$ cat src/rtl/conv_seq_pkg.sv
package conv_seq_pkg;
  typedef enum logic [1:0] {
    PH_IDLE  = 2'd0,
    PH_RUNUP = 2'd1,
    PH_RUNDN = 2'd2,
    PH_REST  = 2'd3
  } phase_e;
endpackage

$ cat src/rtl/conv_tick_div.sv
module conv_tick_div #(
  parameter int unsigned DIV = 4
) (
  input  logic clk_i,
  input  logic rst_ni,
  output logic tick_o
);
  localparam int unsigned DW = (DIV > 1) ? $clog2(DIV) : 1;

  logic [DW-1:0] cnt_q;

  assign tick_o = (cnt_q == DW'(DIV - 1));

  always_ff @(posedge clk_i or negedge rst_ni) begin
    if (!rst_ni)     cnt_q <= '0;
    else if (tick_o) cnt_q <= '0;
    else             cnt_q <= cnt_q + DW'(1);
  end
endmodule

$ cat src/rtl/conv_wr_detect.sv
module conv_wr_detect #(
  parameter int unsigned SYNC = 2
) (
  input  logic clk_i,
  input  logic rst_ni,
  input  logic wr_ni,
  input  logic chip_sel_i,
  input  logic chip_en_i,
  output logic fall_o
);
  // sync_q[SYNC-1] is the synchronised level, sync_q[SYNC] its previous value
  logic [SYNC:0] sync_q;

  always_ff @(posedge clk_i or negedge rst_ni) begin
    if (!rst_ni) sync_q <= '1;
    else         sync_q <= {sync_q[SYNC-1:0], wr_ni};
  end

  assign fall_o = sync_q[SYNC] & ~sync_q[SYNC-1] & chip_sel_i & chip_en_i;
endmodule

$ cat src/rtl/conv_phase_ctl.sv
module conv_phase_ctl
  import conv_seq_pkg::*;
#(
  parameter int unsigned RUNUP   = 836,
  parameter int unsigned RUNDN   = 319,
  parameter int unsigned CYCLE   = 1280,
  parameter int unsigned LOCKOUT = 1100
) (
  input  logic clk_i,
  input  logic rst_ni,
  input  logic tick_i,
  input  logic cont_i,
  input  logic wr_fall_i,
  output logic busy_o,
  output logic active_o,
  output logic latch_o,
  output logic capture_o
);
  localparam int unsigned CW = $clog2(CYCLE);

  phase_e        state_q, state_d;
  logic [CW-1:0] step_q, step_d;
  logic          pend_q, pend_d;
  logic          latch_q;
  logic          start, go, accept;
  logic          runup_end, busy_end, frame_end, locked;

  assign runup_end = (step_q == CW'(RUNUP - 1));
  assign busy_end  = (step_q == CW'(RUNUP + RUNDN - 1));
  assign frame_end = (step_q == CW'(CYCLE - 1));
  assign locked    = (step_q < CW'(LOCKOUT));
  assign go        = pend_q | cont_i;
  // writes count only in demand mode, when idle or past the lockout window
  assign accept    = wr_fall_i & ~cont_i & ((state_q == PH_IDLE) | ~locked);

  always_comb begin
    state_d   = state_q;
    step_d    = step_q;
    start     = 1'b0;
    capture_o = 1'b0;
    if (tick_i) begin
      unique case (state_q)
        PH_IDLE: if (go) start = 1'b1;
        PH_RUNUP: begin
          step_d = step_q + CW'(1);
          if (runup_end) state_d = PH_RUNDN;
        end
        PH_RUNDN: begin
          step_d = step_q + CW'(1);
          if (busy_end) begin
            state_d   = PH_REST;
            capture_o = 1'b1;
          end
        end
        PH_REST: begin
          if (frame_end) begin
            step_d  = '0;
            state_d = PH_IDLE;
            if (go) start = 1'b1;
          end else begin
            step_d = step_q + CW'(1);
          end
        end
        default: state_d = PH_IDLE;
      endcase
    end
    if (start) begin
      state_d = PH_RUNUP;
      step_d  = '0;
    end
  end

  always_comb begin
    if (start)       pend_d = 1'b0;
    else if (accept) pend_d = 1'b1;
    else             pend_d = pend_q;
  end

  always_ff @(posedge clk_i or negedge rst_ni) begin
    if (!rst_ni) begin
      state_q <= PH_IDLE;
      step_q  <= '0;
      pend_q  <= 1'b0;
      latch_q <= 1'b0;
    end else begin
      state_q <= state_d;
      step_q  <= step_d;
      pend_q  <= pend_d;
      latch_q <= capture_o;
    end
  end

  assign busy_o   = (state_q == PH_RUNUP) | (state_q == PH_RUNDN);
  assign active_o = (state_q != PH_IDLE);
  assign latch_o  = latch_q;
endmodule

$ cat src/rtl/conv_result_hold.sv
module conv_result_hold #(
  parameter int unsigned RES_W = 16
) (
  input  logic             clk_i,
  input  logic             rst_ni,
  input  logic             capture_i,
  input  logic [RES_W-1:0] result_i,
  output logic [RES_W-1:0] data_o
);
  always_ff @(posedge clk_i or negedge rst_ni) begin
    if (!rst_ni)        data_o <= '0;
    else if (capture_i) data_o <= result_i;
  end
endmodule

$ cat src/rtl/conv_sequencer.sv
module conv_sequencer #(
  parameter int unsigned DIV          = 4,
  parameter int unsigned RUNUP_TICKS  = 836,
  parameter int unsigned RUNDN_TICKS  = 319,
  parameter int unsigned REST_TICKS   = 125,
  parameter int unsigned LOCK_TICKS   = 1100,
  parameter int unsigned SYNC         = 2,
  parameter int unsigned RES_W        = 16
) (
  input  logic             clk_i,
  input  logic             rst_ni,
  input  logic             cont_mode_i,
  input  logic             chip_sel_i,
  input  logic             chip_en_i,
  input  logic             wr_ni,
  input  logic [RES_W-1:0] result_i,
  output logic             busy_o,
  output logic             active_o,
  output logic             latch_o,
  output logic [RES_W-1:0] data_o
);
  localparam int unsigned CYCLE_TICKS = RUNUP_TICKS + RUNDN_TICKS + REST_TICKS;

  logic tick, wr_fall, capture;

  conv_tick_div #(.DIV(DIV)) u_div (
    .clk_i (clk_i),
    .rst_ni(rst_ni),
    .tick_o(tick)
  );

  conv_wr_detect #(.SYNC(SYNC)) u_wr (
    .clk_i     (clk_i),
    .rst_ni    (rst_ni),
    .wr_ni     (wr_ni),
    .chip_sel_i(chip_sel_i),
    .chip_en_i (chip_en_i),
    .fall_o    (wr_fall)
  );

  conv_phase_ctl #(
    .RUNUP  (RUNUP_TICKS),
    .RUNDN  (RUNDN_TICKS),
    .CYCLE  (CYCLE_TICKS),
    .LOCKOUT(LOCK_TICKS)
  ) u_ctl (
    .clk_i    (clk_i),
    .rst_ni   (rst_ni),
    .tick_i   (tick),
    .cont_i   (cont_mode_i),
    .wr_fall_i(wr_fall),
    .busy_o   (busy_o),
    .active_o (active_o),
    .latch_o  (latch_o),
    .capture_o(capture)
  );

  conv_result_hold #(.RES_W(RES_W)) u_hold (
    .clk_i    (clk_i),
    .rst_ni   (rst_ni),
    .capture_i(capture),
    .result_i (result_i),
    .data_o   (data_o)
  );
endmodule

$ cat config.mk
export PLATFORM = sky130hd
export DESIGN_NAME = conv_sequencer
export DESIGN_NICKNAME = d
export VERILOG_FILES = /design/src/rtl/conv_seq_pkg.sv /design/src/rtl/conv_tick_div.sv /design/src/rtl/conv_wr_detect.sv /design/src/rtl/conv_phase_ctl.sv /design/src/rtl/conv_result_hold.sv /design/src/rtl/conv_sequencer.sv
export SDC_FILE = /design/constraint.sdc
export NUM_CORES = 1
export LEC_CHECK = 0
export ABC_AREA = 0
export BUFFER_PORTS_ARGS = -buffer_cell sky130_fd_sc_hd__clkbuf_2
export CAP_MARGIN = 10
export CORE_ASPECT_RATIO = 0.9
export CORE_MARGIN = 3
export CORE_UTILIZATION = 35
export CTS_CLUSTER_DIAMETER = 30
export CTS_CLUSTER_SIZE = 20
export DETAILED_ROUTE_END_ITERATION = 10
export GPL_TIMING_DRIVEN = 1
export HOLD_SLACK_MARGIN = 0.03
export MAX_ROUTING_LAYER = met4
export PLACE_DENSITY = 0.61
export SKIP_CTS_REPAIR_TIMING = 1
export SLEW_MARGIN = 20
export SYNTH_ARGS = -nofsm -noshare
export SYNTH_HDL_FRONTEND = slang
export SYNTH_SLANG_ARGS = --single-unit
$ cat constraint.sdc
create_clock -name clk_i -period 2.25 [get_ports clk_i]
set_input_delay 0.1125 -clock clk_i [delete_from_list [all_inputs] [get_ports clk_i]]
set_output_delay 0.1125 -clock clk_i [all_outputs]
set_load 0.005 [all_outputs]
# After elaboration in Yosys (flattened, before gate mapping)

Cells that the tools add are included.

Word-level logic and storage cells: 60
Output and inout bits: 19
Flip-flop bits (word level): 36

Add/sub/neg operators: 2
Muxes and demuxes: 20
Equal/unequal tests: 10
Reduce and logical (&&, ||, !) cells: 9
Magnitude comparators: 1
Bitwise gates (word level): 11

Operators by type and width:

| cell                                                   | count |
|---|---|
| two-way mux 11 bit                                     | 3 |
| equality test 11 bit (second input constant)           | 2 |
| case mux 11 bit (2 select lines)                       | 1 |
| two-way mux 2 bit                                      | 6 |
| adder 11 x 1 -> 11 bit (second input constant)         | 1 |
| equality test 11 x 10 -> 1 bit (second input constant) | 1 |
| < comparator 11 bit (second input constant)            | 1 |
| != test 3 x 1 -> 1 bit (second input constant)         | 3 |
| two-way mux 1 bit                                      | 8 |
| equality test 2 bit (second input constant)            | 3 |
| case mux 2 bit (3 select lines)                        | 1 |
| nonzero test 2 bit                                     | 3 |
| AND 1 bit                                              | 5 |
| AND reduction 5 bit                                    | 1 |
| nonzero test 4 bit                                     | 1 |
| inverter 1 bit                                         | 3 |
| bitwise OR 1 bit                                       | 3 |
| nonzero test 3 bit                                     | 1 |
| adder 2 x 1 -> 2 bit (second input constant)           | 1 |
| equality test 2 x 1 -> 1 bit (second input constant)   | 1 |
| logical NOT 2 bit                                      | 1 |
| case mux 1 bit (2 select lines)                        | 1 |
| AND reduction 2 bit                                    | 1 |
| OR reduction 2 bit                                     | 1 |

# Logic depth before layout (Yosys ltp)

Gate-level depths: netlist (run 1).

Depth in word-level cells: 8
Mapped depth: 9

# Modules after synthesis

From an unflattened synthesis (run 1), not the netlist that was laid out.

Cell total of the unflattened synthesis: 154
Area, all modules: 1839.3 um2

By module, submodules not included:

| module           | cells each | instances | area each (um2) | sequential area each (um2) |
|---|---|---|---|---|
| conv_phase_ctl   | 112        | 1         | 1034.7          | 375.4 |
| conv_result_hold | 34         | 1         | 649.4           | 400.4 |
| conv_wr_detect   | 4          | 1         | 88.8            | 78.8 |
| conv_tick_div    | 4          | 1         | 66.3            | 50.0 |

# Least setup slack after synthesis (run 1)

Ideal clock, no wire load.

Path type: register to register
From: register u_ctl.state_q[0]
To: register u_ctl.step_q[10]
Setup slack: 352 ps
Cell stages (with the launch flop): 9
Path buffers: 1
Arrival: 1778 ps
Clock period less this slack: 1898 ps
Cell sequence: dfrtp_1 inv_1 ha_1 nand2b_1 clkbuf_1 or3_1 or3_1 a21oi_1 nor3_1

Cells in the longest elaborated chain, start to end: 5
Elaborated cells between the ends (all ways): 13

Ends and longest elaborated chain:

| what                                                                         | line                                       | text |
|---|---|---|
| start: declaration                                                           | conv_phase_ctl.sv:21                       | `phase_e state_q, state_d;` |
| start signal: assignment                                                     | conv_phase_ctl.sv:86                       | `state_q <= state_d;` |
| equality test 2 bit, or another cell as far along                            | conv_phase_ctl.sv:42                       | `unique case (state_q)` |
| case mux 1 bit (2 select lines) / OR reduction 2 bit (equally long branches) | -                                          |  |
| two-way mux 1 bit / case mux 11 bit (2 select lines) (equally long branches) | conv_phase_ctl.sv:41, conv_phase_ctl.sv:42 |  |
| nonzero test 3 bit (no line), or another cell as far along                   | -                                          |  |
| AND reduction 2 bit (no line) / two-way mux 11 bit (equally long branches)   | -                                          |  |
| end signal: assignment                                                       | conv_phase_ctl.sv:87                       | `step_q <= step_d;` |
| end: declaration                                                             | conv_phase_ctl.sv:22                       | `logic [CW-1:0] step_q, step_d;` |

Parallel ways exist; a longest one is shown, timed or not. The select of a mux whose other input is x is not followed.
A chain may end at the register's enable or synchronous reset.

# Worst setup path after layout (run 1)

From: register u_ctl.step_q[0]
To: register u_ctl.step_q[10]

Cells in the longest elaborated chain, start to end: 6
Elaborated cells between the ends (all ways): 12

Ends and longest elaborated chain:

| what |
|---|
| parallel branches: the longest is 6 deep, another holds adder 11 x 1 -> 11 bit |

Several ways; the timed one is not identified. The select of a mux whose other input is x is not followed.

==> impl_metrics.yaml, run 1 <==
final_layout:
  drive_gt1_frac: 0.2627
  diodes: 0
  num-nets-final: 266
  area_delta_synth_final_pct: 23.64
  fin_util: 0.4689
global_route:
  antenna_found_initial: 0
  grt_pass1_wl_um: 6341
  grtUsageMet1: 0.2047
  grtUsageMet3: 0.03064
  grt_pass1_vias: 1337
  grtUsageTotal: 0.1449
  top_usage_layer: "met1"
  grtUsageMet2: 0.1978
  gr-total-overflow: 0
  grt_start_max_net_pins: 37
min_path:
  hold_end: "u_hold.data_o[8]"
  min_path_cells: 3
  hp-start: "result_i[8]"
  hp-class: "primary input to flip-flop"
sta:
  maxSlewHeadroom: 0.4136
  grt_setup_unrepaired: "no"
  min_period_ps: 1923
  worst_slew_pin_slew_ps: 879.6
  final-setup-viol-count: 0
  max_freq_ghz: 0.5201
  timing.final.hold_violations: 0
  post-route-period-util: 0.8545
  fin_setup_tns_ps: 0
  fin_skew_ps: 5.443
  slew_violations: 0
routing:
  route.detailed.drc: 0
  wl_per_cell_um: 12.63
  first_pass_iters: 4
  ant_nets: 0
  drt_iter0_drc: 98
  via_per_inst: 4.601
  routed_wl_um: 3765
  num_vias: 1371
synthesis:
  synthFlopType: "dfrtp_1"
  postSynthAreaPerCell_um2: 9.454
  yosys-top-cells-count: "53 x nand2_1, 33 x dfrtp_1, 16 x nor2_1"
  ys_top_cells_by_area: "dfrtp_1 47%, nand2_1 11%, ha_1 6.4%"
  netlist_area_um2: 1768
  yosysTopAreaCell: "dfrtp_1"
  synth-edff-count: 0
  synth-seq-cells: 36
  synthCells: 187
  ys_warn_count: 0
  synth.most_common_cell: "nand2_1"
  synthArstFlopShare: 1.000
  syn_nets: 218
  synthDistinctLibCells: 41
  synth-seq-area-share: 0.5117
  synth.top_cell.area_share: 0.4671
worst_setup_path:
  rrSetupSlack_ps: 330
  crit_chain: "ha_1 -> nand3_1 -> or3_1 -> or3_1 -> a21oi_1 -> nor3_1"
  r2r_start: "u_ctl.step_q[0]"
  critPathKind: "flip-flop to flip-flop"
  cp_max_fo: 6
  slowest_stage: "dfrtp_1"
  path_common_cell: "or3_1"
  cp_slowest_stage_delay_ps: 430
  cp.required_ps: 2430
  rr_worst_depth: 6
  cp_data_arrival_time_ps: 2100
  critPathLaunchType: "flip-flop"
  endpoint_kind: "flip-flop"
  worst_r2r_endpoint: "u_ctl.step_q[10]"
placement:
  dp_hpwl_um: 2725
  place.gp.congestion: 0.7531
  portBuffers: 40
status:
  outcome: "completed"
cts:
  htreeDepth: 2
  clock_latency_ps: 290
  cts_root_buf: "clkbuf_8"
  cts_max_path_buffers: 2
  cts_sinks: 36
  path_clk_slew_ps: 70
  cts_buffers: 5
  cts_tree: "yes"
power:
  p_per_area_nw_per_um2: 570.2
  peakVddDrop_uv: 307.8
  leakagePower_nw: 1.037
die:
  die_area_um2: 5941
  placeableCoreArea_um2: 4662
  start_util: 0.3792
  num_rows: 23
  io_pins: 41
  die_height_um: 73.43
  die_w_um: 80.92
run:
  maxCapViolations: 0
-- flip-flops by register name (all words and copies together), names as in the netlist --
| name | cells |
|---|---|
| u_ctl.pend_q | 1 |
| u_hold.data_o | 16 |
| u_wr.sync_q | 3 |
| u_ctl.latch_o | 1 |
| u_div.cnt_q | 2 |
| u_ctl.state_q | 2 |
| u_ctl.step_q | 11 |
-- per-layer routing --
layer	wire length [µm]	vias to the layer above	share of wire
met5	0	-	0
met4	73	0	0.019
met3	146	5	0.039
met2	1658	29	0.44
met1	1887	617	0.50
li1	-	720	-
-- placed cells by master (no fill, tap or decap), drive strengths merged, types with 2 or more instances in the layout --
cell type	instances
nand3	6
o21ai	3
nor2	17
dfstp	3
a21oi	8
nor3	7
nand2	53
nand4	5
inv	6
nor4	2
clkbuf	46
buf	4
ha	9
dfrtp	33
nor3b	2
xor2	4
dlygate4sd3	4
or3	3
-- how the worst max path moves through the flow --
stage | start | to | slack, ps
floorplan | u_ctl.state_q[0] | u_ctl.step_q[10] | 350
global placement | u_ctl.step_q[9] | u_ctl.state_q[0] | 350
detailed placement | u_ctl.step_q[9] | u_ctl.state_q[0] | 350
CTS | u_ctl.step_q[0] | u_ctl.step_q[10] | 340
global route | u_ctl.step_q[0] | u_ctl.step_q[10] | 150
finish | u_ctl.step_q[0] | u_ctl.step_q[10] | 330
-- metrics by stage --
| step | worst slack [ps] | std cells | power (mW) | cell area, µm² | hold slack [ps] |
|---|---|---|---|---|---|
| after detailed placement | 352.6 | 286 | 0.6982 | 2038 | 202.2 |
| after global routing | 147.5 | 298 | 1.289 | 2186 | 30.93 |
| after CTS | 339.9 | 294 | 1.256 | 2146 | -109.2 |
| final | 327.3 | 298 | 1.246 | 2186 | 14.36 |
| after global placement | 353.5 | 286 | 0.6989 | 2038 | 201.2 |
| after floorplan | 351.6 | 187 | 0.6676 | 1768 | -183.1 |
-- cell families (layout without fill, tap and decap cells) --
logic type	after synthesis	after routing	share of synthesized area
AND/OR/NAND/NOR	103	103	0.2845
flip-flops	36	36	0.5117
AO/OA/AOI/OAI	20	20	0.07573
buffers and inverters	13	62	0.03397
adder cells (fa/ha/maj)	9	9	0.06370
XOR/XNOR	5	5	0.02477
multiplexers	1	1	0.005662
-- cell type report --
class	count	area (µm²)
Sequential cell	36	904.6
Timing Repair Buffer	48	270.3
Inverter	6	22.52
Clock inverter	2	35.03
Tap cell	62	77.57
Multi-Input combinational cell	138	803.3
Fill cell	478	2476
Clock buffer	6	72.57
-- power by group --
group | internal, mW | total (mW) | switching, mW | leakage (nW)
Sequential | 0.652 | 0.653 | 0.00119 | 0.384
Combinational | 0.0187 | 0.0369 | 0.0182 | 0.598
Clock | 0.329 | 0.556 | 0.227 | 0.0552
-- worst max-delay path, delay by kind of cell, from the launching register on --
family	cells	cell delay, ps
DFF	1	430
adders and majority gates	1	240
AOI/OAI and AO/OA	1	150
and+or+nand+nor	4	990
Power figures use the tool's default switching activity.
==> run 2: changes to the inputs <==
--- a/config.mk
+++ b/config.mk
@@ -6,7 +6,6 @@
 export NUM_CORES = 1
 export LEC_CHECK = 0
 export ABC_AREA = 0
-export BUFFER_PORTS_ARGS = -buffer_cell sky130_fd_sc_hd__clkbuf_2
 export CAP_MARGIN = 10
 export CORE_ASPECT_RATIO = 0.9
 export CORE_MARGIN = 3
@@ -14,11 +13,11 @@
 export CTS_CLUSTER_DIAMETER = 30
 export CTS_CLUSTER_SIZE = 20
 export DETAILED_ROUTE_END_ITERATION = 10
+export DONT_BUFFER_PORTS = 1
 export GPL_TIMING_DRIVEN = 1
 export HOLD_SLACK_MARGIN = 0.03
 export MAX_ROUTING_LAYER = met4
-export PLACE_DENSITY = 0.61
-export SKIP_CTS_REPAIR_TIMING = 1
+export PLACE_DENSITY = 0.54
 export SLEW_MARGIN = 20
 export SYNTH_ARGS = -nofsm -noshare
 export SYNTH_HDL_FRONTEND = slang
==> run 2 against run 1 <==
Net effect:
- design area down 1.2%
- combinational power up 23%
- flip-flop and latch count unchanged
- sequential power about the same
- wire length up 5.4%
- global-route usage up 0.41 points
- worst setup slack worse by 68 ps
- non-clock buffer count down 24
- power up 0.55%
- critical path depth unchanged
- register-to-register slack worse by 70 ps
- critical endpoint is now u_ctl.step_q[7]
- largest power group unchanged
==> impl_metrics.yaml, run 2 (same netlist as run 1, synthesis figures left out) <==
status:
  outcome: "completed"
sta:
  timing.final.hold_violations: 0
  fin_setup_tns_ps: 0
  min_period_ps: 1991
  maxSlewHeadroom: 0.6896
  max_freq_ghz: 0.5022
  final-setup-viol-count: 0
  slew_violations: 0
  post-route-period-util: 0.8849
  fin_ws_ps: 258.9
  worst_slew_pin_slew_ps: 464.6
  grt_setup_unrepaired: "no"
  fin_skew_ps: 6.449
die:
  die_w_um: 80.92
  die_height_um: 73.43
  start_util: 0.3792
  placeableCoreArea_um2: 4662
  die_area_um2: 5941
  num_rows: 23
  io_pins: 41
cts:
  cts_buffers: 5
  cts_sinks: 36
  htreeDepth: 2
  path_clk_slew_ps: 70
  cts_tree: "yes"
  post_cts_resized: 0
  cts_max_path_buffers: 2
  clock_latency_ps: 290
  cts_root_buf: "clkbuf_8"
worst_setup_path:
  cp_data_arrival_time_ps: 2170
  crit_start: "u_ctl.state_q[0]"
  worst_r2r_endpoint: "u_ctl.step_q[7]"
  critPathKind: "flip-flop to flip-flop"
  rr_worst_depth: 6
  crit_chain: "inv_1 -> ha_1 -> nor3b_1 -> o21a_1 -> buf_4 -> nor2_1"
  endpoint_kind: "flip-flop"
  critPathCapture: "u_ctl.step_q[7]"
  rrSetupSlack_ps: 260
  critPathLaunchType: "flip-flop"
  cp_max_fo: 8
  cp_slowest_stage_delay_ps: 420
  slowest_stage: "dfrtp_1"
  cp.required_ps: 2430
  r2r_start: "u_ctl.state_q[0]"
run:
  maxCapViolations: 0
final_layout:
  fin_util: 0.4632
  most-common-layout-cells: "53 x nand2_1, 33 x dfrtp_1, 19 x dlygate4sd3_1, 16 x nor2_1, 9 x ha_1"
  largest_register: "u_hold.data_o"
  largest_reg_flops: 16
  final_common_cell: "nand2_1"
  drive_gt1_frac: 0.1132
  top_regs: "u_hold.data_o (16), u_ctl.step_q (11), u_wr.sync_q (3)"
  area_delta_synth_final_pct: 22.15
  diodes: 0
  num-nets-final: 242
global_route:
  grt_pass1_wl_um: 6541
  antenna_found_initial: 0
  grt_pass1_vias: 1401
  gr-total-overflow: 0
  grt_start_max_net_pins: 37
  grtUsageTotal: 0.1490
placement:
  portBuffers: 0
  pre_cts_slack_ps: 272.1
  dp_hpwl_um: 2821
  place.gp.congestion: 0.8328
power:
  leakagePower_nw: 0.9502
  p_per_area_nw_per_um2: 580.3
  peakVddDrop_uv: 249.0
min_path:
  hp-class: "primary input to flip-flop"
routing:
  first_pass_iters: 4
  num_vias: 1380
  route.detailed.drc: 0
  ant_nets: 0
  via_per_inst: 5.036
  drt_iter0_drc: 96
  wl_per_cell_um: 14.49
  routed_wl_um: 3970
## run 2: cell count changes in the layout (fill, tap and decap cells not counted)
cell           previous run  this run
clkinvlp_4                0         1
clkbuf_2                 40         0
dlygate4sd3_1             4        19
clkbuf_1                  1         0
buf_12                    0         1
## run 2: power by group
group          total (mW)  switching (mW)  internal [mW]
Clock               0.554           0.227          0.328
Combinational      0.0453          0.0182         0.0271
Sequential          0.654         0.00133          0.652
Total                1.25           0.246           1.01
## run 2: area by class of cell
cell class	count	area, µm²
Tap cell	62	77.57
Sequential cell	36	904.6
Fill cell	457	2502
Clock buffer	5	68.82
Inverter	6	22.52
Timing Repair Buffer	24	240.2
Multi-Input combinational cell	138	803.3
Clock inverter	3	42.54
## run 2: metal layers
| layer | track usage | part of all wire | vias up |
|---|---|---|---|
| met3 | 0.03922 | 0.063 | 5 |
| met2 | 0.2343 | 0.49 | 50 |
| met5 | - | 0 | - |
| li1 | - | - | 675 |
| met4 | 0.04878 | 0.0098 | 0 |
| met1 | 0.1874 | 0.44 | 650 |
## run 2: repair_timing
item / 4_1_cts / 5_1_grt
hold buffers: 20 / 0
setup buffers: 0 / 0
endpoints found under the hold margin: 54 / 0
## run 2: worst max-delay path: cells and delay by family (launching register included)
family                   cells  cell delay, ps
AND/OR/NAND/NOR              2             420
flip-flops                   1             420
buffers and inverters        2             320
adder cells (fa/ha/maj)      1             340
AO/OA/AOI/OAI                1             380
## run 2: how the worst min path moves through the flow
stage,endpoint,from,cells past startpoint,slack [ps]
finish,u_ctl.pend_q,cont_mode_i,3,90
global route,u_ctl.pend_q,cont_mode_i,3,130
CTS,u_ctl.pend_q,cont_mode_i,3,80
detailed placement,u_ctl.pend_q,rst_ni,0,-180
global placement,u_ctl.pend_q,rst_ni,0,-180
floorplan,u_ctl.latch_o,rst_ni,0,-180
## run 2: through the flow
stage	power (mW)	cells	hold WS (ps)	instance area [µm²]
2_1_floorplan	0.6676	187	-183.1	1768
3_5_place_dp	0.6682	246	-181.7	1838
4_1_cts	1.276	274	82.44	2160
5_1_grt	1.312	274	131.5	2160
6_report	1.253	274	91.54	2160
3_3_place_gp	0.6683	246	-182.0	1838
==> run 3: changes to the inputs <==
==> constraint.sdc (replaced) <==
create_clock -name clk_i -period 2.25 [get_ports clk_i]
set_input_delay 0.1125 -clock clk_i [delete_from_list [all_inputs] [get_ports clk_i]]
set_output_delay 0.1125 -clock clk_i [all_outputs]
set_load 0.1 [all_outputs]
==> run 3 against run 2 <==
Net effect:
- flip-flop and latch count unchanged
- non-clock buffer count grew 17
- core utilization grew 2.7 points
- critical path depth up 1
- critical endpoint is now u_ctl.step_q[10]
- largest cell class unchanged
- largest power group unchanged
- highest routed layer unchanged
==> impl_metrics.yaml, run 3 (same netlist as run 1, synthesis figures left out) <==
cts:
  cts_buffers: 5
  cts_max_path_buffers: 2
  cts_root_buf: "clkbuf_8"
  ctsHoldBuffers: 20
  cts_tree: "yes"
  clock_latency_ps: 290
  htreeDepth: 2
  cts_setup_buffers: 0
  cts_sinks: 36
  post_cts_resized: 0
  path_clk_slew_ps: 70
final_layout:
  most-common-layout-cells: "53 x nand2_1, 33 x dfrtp_1, 21 x buf_4, 19 x dlygate4sd3_1, 16 x nor2_1"
  fin_util: 0.4906
  largest_register: "u_hold.data_o"
  diodes: 0
  final_common_cell: "nand2_1"
  fin_area_um2: 2287
  top_regs: "u_hold.data_o (16), u_ctl.step_q (11), u_wr.sync_q (3)"
  largest_reg_flops: 16
  drive_gt1_frac: 0.1790
  num-nets-final: 259
  n_fill_cell: 444
  area_delta_synth_final_pct: 29.37
global_route:
  grtUsageTotal: 0.1415
  grt_start_max_net_pins: 37
  gr-total-overflow: 0
  antenna_found_initial: 0
  grt_pass1_vias: 1375
  grt_pass1_wl_um: 6299
worst_setup_path:
  rrSetupSlack_ps: 190
  slowest_stage: "dfrtp_1"
  crit_start: "u_ctl.state_q[0]"
  r2r_start: "u_ctl.state_q[0]"
  cp_max_fo: 8
  cp.required_ps: 2420
  crit_cells: 7
  path_common_cell: "or3_1"
  rr_worst_depth: 7
  critPathLaunchType: "flip-flop"
  worst_r2r_endpoint: "u_ctl.step_q[10]"
  cp_slowest_stage_delay_ps: 440
  endpoint_kind: "flip-flop"
  path_buf_inv: 1
  critPathCapture: "u_ctl.step_q[10]"
  crit_chain: "inv_1 -> ha_1 -> nand2b_1 -> or3_1 -> or3_1 -> a21oi_1 -> nor3_1"
  critPathKind: "flip-flop to flip-flop"
  cp_data_arrival_time_ps: 2240
  crit_family: "simple AND/OR/NAND/NOR gates"
die:
  placeableCoreArea_um2: 4662
  io_pins: 41
  die_w_um: 80.92
  start_util: 0.3792
  num_rows: 23
  die_area_um2: 5941
  die_height_um: 73.43
sta:
  fin_ws_ps: 187.1
  max_freq_ghz: 0.4848
  fin_setup_tns_ps: 0
  fin_skew_ps: 6.699
  post-route-period-util: 0.9168
  worst_slew_pin_slew_ps: 865.5
  slew_violations: 0
  final-setup-viol-count: 0
  min_period_ps: 2063
  maxSlewHeadroom: 0.4234
  grt_setup_unrepaired: "no"
  timing.final.hold_violations: 0
routing:
  routed_wl_um: 3824
  routedLengthMet1_um: 1696
  wl_met3_um: 199
  first_pass_iters: 4
  num_vias: 1427
  routed.top_layer: "met4"
  ant_nets: 0
  route.detailed.drc: 0
  wl_met2_um: 1880
  drt_iter0_drc: 90
  via_per_inst: 4.904
  wl_per_cell_um: 13.14
power:
  swShare: 0.1998
  p_per_area_nw_per_um2: 550.2
  switchingPower_mw: 0.2514
  leakagePower_nw: 1.021
  pwr-share-clk: 0.445
  p_int_mw: 1.007
  power_mw: 1.258
  seqPwrFrac: 0.519
  peakVddDrop_uv: 362.1
  pwr-share-comb: 0.035
placement:
  place.gp.congestion: 0.9142
  dpl-instance-area_um2: 1966
  dp_hpwl_um: 2795
  portBuffers: 0
  pre_cts_slack_ps: 218.2
min_path:
  hp-class: "primary input to flip-flop"
run:
  maxCapViolations: 0
status:
  outcome: "completed"
run 3: cell types whose count changed in the layout (fill, tap and decap cells not counted):
cell | previous run | this run
buf_4 | 4 | 21
run 3: metrics by stage:
step                      cells  hold WS, ps
after floorplan             187       -183.1
after global placement      263       -181.7
after detailed placement    263       -182.0
after CTS                   291        81.10
after global routing        291        146.6
final                       291        89.90
run 3: worst min path at each step:
| stage | startpoint | end | slack (ps) | depth (start not counted) |
|---|---|---|---|---|
| after floorplan | rst_ni | u_ctl.latch_o | -180 | 0 |
| after CTS | cont_mode_i | u_ctl.pend_q | 80 | 3 |
| after global placement | rst_ni | u_ctl.step_q[7] | -180 | 0 |
| final | cont_mode_i | u_ctl.pend_q | 90 | 3 |
| after global routing | cont_mode_i | u_ctl.pend_q | 150 | 3 |
| after detailed placement | rst_ni | u_ctl.step_q[8] | -180 | 0 |
run 3: metal layers:
metal  vias up  GRT usage
met3         6    0.03799
li1        712          -
met5         -          -
met1       675     0.1761
met2        34     0.2270
met4         0    0.04128
run 3: power groups by stage:
| stage | combinational [mW] | clock (mW) | sequential [mW] |
|---|---|---|---|
| 6_report | 0.0446 | 0.560 | 0.653 |
| 3_3_place_gp | 0.00240 | 0 | 0.666 |
| 3_5_place_dp | 0.00242 | 0 | 0.666 |
| 4_1_cts | 0.0467 | 0.576 | 0.653 |
| 2_1_floorplan | 0.00211 | 0 | 0.666 |
| 5_1_grt | 0.0498 | 0.601 | 0.653 |
run 3: area by class of cell:
cell class,count,area [µm²],area share
clock buffers,5,68.82,0.03009
clock inverters,3,42.54,0.01860
inverters,6,22.52,0.009847
multi-input cells,138,803.3,0.3512
flip-flops and latches,36,904.6,0.3955
well taps,62,77.57,0.03392
repair buffers,41,367.9,0.1608
run 3: worst reg2reg max path, stage by stage, from the launching register on:
cell	delay (ps)
dfrtp_1	440
inv_1	110
ha_1	220
nand2b_1	260
or3_1	390
or3_1	320
a21oi_1	150
nor3_1	60
